$ cat config.mk
export PLATFORM = sky130hd
export DESIGN_NAME = pat_seq
export DESIGN_NICKNAME = d
export VERILOG_FILES = /design/src/rtl/pat_seq_pkg.sv /design/src/rtl/pat_seq_sync.sv /design/src/rtl/pat_seq_timer.sv /design/src/rtl/pat_seq_flow.sv /design/src/rtl/pat_seq.sv
export SDC_FILE = /design/constraint.sdc
export NUM_CORES = 1
export LEC_CHECK = 0
export BUFFER_PORTS_ARGS = -buffer_cell sky130_fd_sc_hd__buf_4
export CORE_ASPECT_RATIO = 1.75
export CORE_MARGIN = 2
export CORE_UTILIZATION = 50
export DETAILED_ROUTE_END_ITERATION = 16
export PLACE_DENSITY = 0.82
export SLEW_MARGIN = 20
export SYNTH_ARGS = -nofsm -noshare
export SYNTH_HDL_FRONTEND = slang
export SYNTH_SLANG_ARGS = --single-unit
$ cat constraint.sdc
create_clock -name clk -period 3.36 [get_ports clk]
set_input_delay 0.336 -clock clk [delete_from_list [all_inputs] [get_ports clk]]
set_output_delay 0.336 -clock clk [all_outputs]
set_load 0.02 [all_outputs]
$ cat src/rtl/pat_seq_pkg.sv
package pat_seq_pkg;
   localparam int INSN_W   = 128;
   localparam int CHAN_W   = 64;
   localparam int OP_W     = 4;
   localparam int ARG_W    = 20;
   localparam int DLY_W    = 32;
   localparam int FLAG_LSB = 0;
   localparam int OP_LSB   = FLAG_LSB + CHAN_W;
   localparam int ARG_LSB  = OP_LSB + OP_W;
   localparam int DLY_LSB  = ARG_LSB + ARG_W;
   localparam int RSV_LSB  = DLY_LSB + DLY_W;

   typedef enum logic [OP_W-1:0] {
      OP_NEXT = 4'd0,
      OP_STOP = 4'd1,
      OP_LOOP = 4'd2,
      OP_ENDL = 4'd3,
      OP_CALL = 4'd4,
      OP_RET  = 4'd5,
      OP_JUMP = 4'd6,
      OP_LONG = 4'd7,
      OP_WAIT = 4'd8
   } op_e;

   typedef enum logic [2:0] {
      ST_IDLE,
      ST_FETCH,
      ST_DEC,
      ST_HOLD,
      ST_WAIT,
      ST_DONE
   } st_e;

   typedef struct packed {
      logic [DLY_W-1:0]  dly;
      logic [ARG_W-1:0]  arg;
      logic [OP_W-1:0]   op;
      logic [CHAN_W-1:0] flags;
   } insn_t;
endpackage

$ cat src/rtl/pat_seq_sync.sv
module pat_seq_sync #(
   parameter int STAGES = 2
) (
   input  logic clk,
   input  logic rst_n,
   input  logic d_i,
   output logic rise_o
);
   logic [STAGES-1:0] chain_q;
   logic              last_q;

   generate
      if (STAGES < 2) begin : g_bad_stages
         $error("pat_seq_sync: STAGES must be at least 2");
      end
   endgenerate

   always_ff @(posedge clk) begin
      if (!rst_n) begin
         chain_q <= '0;
         last_q  <= 1'b0;
      end else begin
         chain_q <= {chain_q[STAGES-2:0], d_i};
         last_q  <= chain_q[STAGES-1];
      end
   end

   assign rise_o = chain_q[STAGES-1] & ~last_q;
endmodule

$ cat src/rtl/pat_seq_timer.sv
module pat_seq_timer #(
   parameter int DLY_W = 32,
   parameter int REP_W = 20
) (
   input  logic             clk,
   input  logic             rst_n,
   input  logic             load_i,
   input  logic [DLY_W-1:0] dly_i,
   input  logic [REP_W-1:0] reps_i,
   output logic             last_o
);
   logic [DLY_W-1:0] inner_q;
   logic [DLY_W-1:0] reload_q;
   logic [REP_W-1:0] outer_q;

   always_ff @(posedge clk) begin
      if (!rst_n) begin
         inner_q  <= '0;
         reload_q <= '0;
         outer_q  <= '0;
      end else if (load_i) begin
         inner_q  <= dly_i;
         reload_q <= dly_i;
         outer_q  <= reps_i;
      end else if (inner_q != '0) begin
         if (inner_q == DLY_W'(1)) begin
            if (outer_q > REP_W'(1)) begin
               outer_q <= outer_q - 1'b1;
               inner_q <= reload_q;
            end else begin
               inner_q <= '0;
            end
         end else begin
            inner_q <= inner_q - 1'b1;
         end
      end
   end

   assign last_o = (inner_q == DLY_W'(1)) && (outer_q <= REP_W'(1));
endmodule

$ cat src/rtl/pat_seq_flow.sv
module pat_seq_flow
   import pat_seq_pkg::*;
#(
   parameter int ADDR_W = 15
) (
   input  logic              clk,
   input  logic              rst_n,
   input  logic              clear_i,
   input  logic              step_i,
   input  op_e               op_i,
   input  logic [ARG_W-1:0]  arg_i,
   input  logic [ADDR_W-1:0] pc_i,
   output logic [ADDR_W-1:0] next_pc_o
);
   logic [ARG_W-1:0]  loop_q;
   logic [ADDR_W-1:0] ret_q;
   logic [ADDR_W-1:0] seq_pc;
   logic [ADDR_W-1:0] tgt_pc;
   logic              again;
   logic              unused_arg;

   assign seq_pc     = ADDR_W'(pc_i + 1'b1);
   assign tgt_pc     = arg_i[ADDR_W-1:0];
   assign again      = loop_q > ARG_W'(1);
   assign unused_arg = ^arg_i;

   always_comb begin
      case (op_i)
         OP_STOP:          next_pc_o = pc_i;
         OP_ENDL:          next_pc_o = again ? tgt_pc : seq_pc;
         OP_CALL, OP_JUMP: next_pc_o = tgt_pc;
         OP_RET:           next_pc_o = ret_q;
         default:          next_pc_o = seq_pc;
      endcase
   end

   always_ff @(posedge clk) begin
      if (!rst_n || clear_i) begin
         loop_q <= '0;
         ret_q  <= '0;
      end else if (step_i) begin
         case (op_i)
            OP_LOOP: loop_q <= arg_i;
            OP_ENDL: loop_q <= again ? loop_q - 1'b1 : '0;
            OP_CALL: ret_q  <= seq_pc;
            default: ;
         endcase
      end
   end
endmodule

$ cat src/rtl/pat_seq.sv
module pat_seq
   import pat_seq_pkg::*;
#(
   parameter int ADDR_W      = 15,
   parameter int SYNC_STAGES = 2
) (
   input  logic              clk,
   input  logic              rst_n,
   input  logic              start_i,
   input  logic              trig_i,
   input  logic [INSN_W-1:0] mem_rdata_i,
   output logic [ADDR_W-1:0] mem_addr_o,
   output logic [CHAN_W-1:0] chan_o,
   output logic              done_o
);
   generate
      if (ADDR_W < 1 || ADDR_W > ARG_W) begin : g_bad_addr
         $error("pat_seq: ADDR_W must lie in 1..ARG_W");
      end
   endgenerate

   st_e               state_q;
   logic [ADDR_W-1:0] pc_q;
   logic [ADDR_W-1:0] next_pc;
   insn_t             insn;
   op_e               op;
   logic              trig_rise;
   logic              tmr_last;
   logic              accept;
   logic              in_dec;
   logic              hold_nz;
   logic [ARG_W-1:0]  reps;
   logic              unused_rsv;

   assign insn       = insn_t'(mem_rdata_i[RSV_LSB-1:0]);
   assign unused_rsv = ^mem_rdata_i[INSN_W-1:RSV_LSB];
   assign op         = op_e'(insn.op);
   assign in_dec     = (state_q == ST_DEC);
   assign accept     = start_i && (state_q == ST_IDLE || state_q == ST_DONE);
   assign reps       = (op == OP_LONG) ? insn.arg : ARG_W'(1);
   assign hold_nz    = (insn.dly != '0) && (reps != '0);

   pat_seq_sync #(.STAGES(SYNC_STAGES)) u_sync (
      .clk    (clk),
      .rst_n  (rst_n),
      .d_i    (trig_i),
      .rise_o (trig_rise)
   );

   pat_seq_timer #(.DLY_W(DLY_W), .REP_W(ARG_W)) u_timer (
      .clk    (clk),
      .rst_n  (rst_n),
      .load_i (in_dec),
      .dly_i  (insn.dly),
      .reps_i (reps),
      .last_o (tmr_last)
   );

   pat_seq_flow #(.ADDR_W(ADDR_W)) u_flow (
      .clk       (clk),
      .rst_n     (rst_n),
      .clear_i   (accept),
      .step_i    (in_dec),
      .op_i      (op),
      .arg_i     (insn.arg),
      .pc_i      (pc_q),
      .next_pc_o (next_pc)
   );

   always_ff @(posedge clk) begin
      if (!rst_n) begin
         state_q <= ST_IDLE;
         pc_q    <= '0;
         chan_o  <= '0;
         done_o  <= 1'b0;
      end else begin
         case (state_q)
            ST_IDLE, ST_DONE: begin
               if (start_i) begin
                  pc_q    <= '0;
                  done_o  <= 1'b0;
                  state_q <= ST_FETCH;
               end
            end
            ST_FETCH: state_q <= ST_DEC;
            ST_DEC: begin
               if (op == OP_STOP) begin
                  done_o  <= 1'b1;
                  state_q <= ST_DONE;
               end else begin
                  chan_o <= insn.flags;
                  pc_q   <= next_pc;
                  if (op == OP_WAIT)
                     state_q <= ST_WAIT;
                  else
                     state_q <= hold_nz ? ST_HOLD : ST_FETCH;
               end
            end
            ST_HOLD: if (tmr_last) state_q <= ST_FETCH;
            ST_WAIT: if (trig_rise) state_q <= ST_FETCH;
            default: state_q <= ST_IDLE;
         endcase
      end
   end

   assign mem_addr_o = pc_q;
endmodule

==> summary.txt <==
Worst setup path
  • Crit path kind: flip-flop to flip-flop
  • Critical path arrival: 3.18 ns
  • Crit-path cells: ha_1 -> or4b_4 -> nor4_4 -> o311ai_2 -> o21ai_1 -> a21oi_1 -> a211oi_1
  • Flop2flop setup slack: roughly 0.57 ns
  • CP max stage delay: 0.73 ns
  • Worst Path Max Fanout: 11
  • CP Capture Type: flip-flop
  • CP required: approximately 3.8 ns
  • Delay-heaviest family, CP: compound AO/OA/AOI/OAI gates
  • Worst Path Buf+Inv: 0
  • Slowest-stage cell, CP: o21ai_1
  • Critical path launch point type: flip-flop

Timing
  • Final worst path period share: about 83%
  • Fin crit period: between 2 and 3 ns
  • Clock Skew: between 0.015 and 0.02 ns
  • Hold Violations, Final: 0
  • Measured slew at the worst slew-check pin: around 0.98 ns
  • Slew HR: between 30% and 40%
  • Highest Clock Rate: 358 MHz
  • RSZ-0062 raised after global routing: false
  • Setup TNS: 0 ns
  • Max-slew violation count: 0
  • # setup viols final: 0

Finish
  • Share of cells above drive strength 1: 21.1%
  • Layout area overhead: 22.9%
  • Reg area: about 4100 sq um
  • Ant. Diodes: 0
  • NumNets Final: around 1,600
  • Final core utilization: slightly above 60%
  • Commonest non-fill, non-tap cell in the layout: nand2_1
  • Most frequent cells in the layout: nand2_1 (252), buf_4 (223), dfxtp_1 (205)
  • Filler cell count in the final layout: about 1,800
  • Multi-input gate area in the final layout: 5700 sq um

Clocking
  • Post-CTS Setup Bufs: 0
  • H-tree depth: 1
  • Clock-pin slew on the worst setup and hold paths: 0.07 ns
  • Clock tree buffer depth: 3
  • Cts bufs inserted: 21
  • Hold_buf cts: 0
  • Clock root cell: clkbuf_16
  • # resized after CTS: 0
  • CTS tree: built
  • Clock sink total: a little over 200
  • Clock latency on the worst-skew pair: 0.50 ns

GRT
  • Vias in the first global route: 9,756
  • Residual overflow from global routing: 0
  • Largest net degree at the start of global routing: between 80 and 90
  • Initial antenna violation count: 0
  • First-pass GRT wire length: approximately 48,000 um
  • GRT Total Usage: a little over a quarter

Synth
  • Synthesized cell area: around 10,000 sq um
  • Register area share after synthesis: roughly two fifths
  • Synth Warn #: 0
  • Synth Register Bits: 205
  • Share of the synthesized area in the top cell type: about two fifths
  • Post-synth EDFFs: 0
  • Mapped Nets: 1,407
  • Avg Inst Size Synth: around 8 sq um
  • Distinct cells, synth: 86
  • Post-synthesis cell count: around 1,300
  • Top FF cell, synth: dfxtp_1
  • Post-synth ARST share: 0%
  • Synth top area cells: dfxtp_1 (40%), nand2_1 (9.2%), a21oi_1 (5.6%), a21boi_0 (2.6%), nor2_1 (2.6%)
  • Leading area contributor after synthesis: dfxtp_1

Power
  • Clock Power Share: 28.9%
  • Worst ir drop on vdd: 0.726 mV
  • Pleak: 4.84 nW
  • Flop pwr share: between 30% and 40%
  • Switching Fraction: between 30% and 40%
  • Pwr dens: approximately 600 nW/um^2
  • Logic pwr share: between 30 and 40%
  • Int Pwr: between 4 and 5 mW
  • Pwr Total: ~7.7 mW
  • Net switching power: roughly 2.8 mW

Routing
  • Vias/cell: roughly 6
  • Vias: between 10,000 and 15,000
  • # DRC: 0
  • Per-cell routed wire length: approximately 18 um
  • Initial DRC Count: 646
  • Wirelength, routed: approximately 30,000 um
  • Antenna-violating nets left: 0
  • 1st-pass router iterations: 5

Placement
  • Placer Congestion: ~0.87
  • Post-DP HPWL: roughly 21,000 um
  • Buffers on Ports: 203

Floorplanning
  • Core ar.: 20,200 sq um
  • Full die area: 21,700 sq um
  • Initial Util: between 50% and 60%
  • Io pins: ~210
  • Die width: between 100 and 150 um
  • Die height: around 190 um
  • Site row count: 69

Run
  • Maximum Capacitance Violations: 0

Run status
  • Status: completed

Hold path
  • Hold/Removal Path Class: input port to flip-flop
[state kept, by name, indices dropped and copies added, names as in the netlist]
name and count:
done_o 1, u_timer.outer_q 20, u_timer.reload_q 32, u_sync.chain_q 2, state_q 3, u_flow.loop_q 20, u_flow.ret_q 15, u_timer.inner_q 32
mem_addr_o 15, u_sync.last_q 1, chan_o 64
[Yosys cell counts (all sizes together), types with 7 or more instances]
master,number
nand4,16
a21boi,36
a31oi,14
inv,28
nand2,254
or3,12
nor2,74
o22ai,8
nand2b,14
dfxtp,205
a22oi,16
a211oi,35
o21ai,43
nand3,30
a32o,12
clkbuf,62
a21oi,115
o32ai,7
and2,8
or4,15
buf,21
o41ai,10
nor4,37
ha,7
xor2,26
nor3,52
and3,8
xnor2,16
[final cells by class]
class | instances | share of cell area [%]
Multi-Input combinational cell | 951 | 45.3
Sequential cell | 205 | 32.6
Timing Repair Buffer | 225 | 13.6
Clock buffer | 27 | 4.67
Tap cell | 248 | 2.47
Inverter | 29 | 0.865
Clock inverter | 9 | 0.457
[power groups by stage]
stage	registers (mW)	clock network (mW)	logic [mW]
2_1_floorplan	2.93	0	1.81
3_3_place_gp	2.94	0	2.46
3_5_place_dp	2.95	0	2.51
4_1_cts	2.90	2.26	2.53
5_1_grt	2.93	2.35	2.78
6_report	2.91	2.21	2.54
[kinds of logic (layout without fill, tap and decap cells)]
family | after synthesis | in the layout | synth area share [%]
DFF | 205 | 205 | 40.1
buffers and inverters | 112 | 290 | 4.40
xor gates and xnor gates | 42 | 42 | 3.59
adders and majority gates | 7 | 7 | 0.856
muxes | 6 | 6 | 0.587
AOI/OAI and AO/OA | 351 | 351 | 23.2
and+or+nand+nor | 545 | 545 | 27.3
[worst reg2reg max path: cells and delay by family, from the launching register on]
kind | cells | cell delay (ns)
compound gates | 4 | 1.39
fa+ha+maj | 1 | 0.21
flops | 1 | 0.42
simple gates | 2 | 0.66
[per-stage QoR]
| stage | worst slack [ns] | hold WS, ns | cell area (sq um) | instances |
|---|---|---|---|---|
| 2_1_floorplan | 1.07 | 0.412 | 10200 | 1268 |
| 3_3_place_gp | 0.665 | 0.425 | 11900 | 1658 |
| 3_5_place_dp | 0.596 | 0.428 | 11900 | 1658 |
| 4_1_cts | 0.595 | 0.0280 | 12600 | 1694 |
| 5_1_grt | 0.394 | 0.0295 | 12600 | 1694 |
| 6_report | 0.570 | 0.0381 | 12600 | 1694 |
[path summary, 6_finish.rpt]
path,startpoint,to,cells after the start
max,u_timer.inner_q[0],u_timer.outer_q[4],7
max reg2reg,u_timer.inner_q[0],u_timer.outer_q[4],7
min reg2reg,u_sync.chain_q[0],u_sync.chain_q[1],1
min,trig_i,u_sync.chain_q[0],2
[metal layers]
metal  wire length (um)  up-vias  GRT usage [%]
met5                  0        -              0
met4               1470        0           12.7
met3               2140      101           5.51
met2              15700      385           48.4
met1              11100     4713           28.9
li1                   -     4928              -
(Power assumes the default switching activity.)
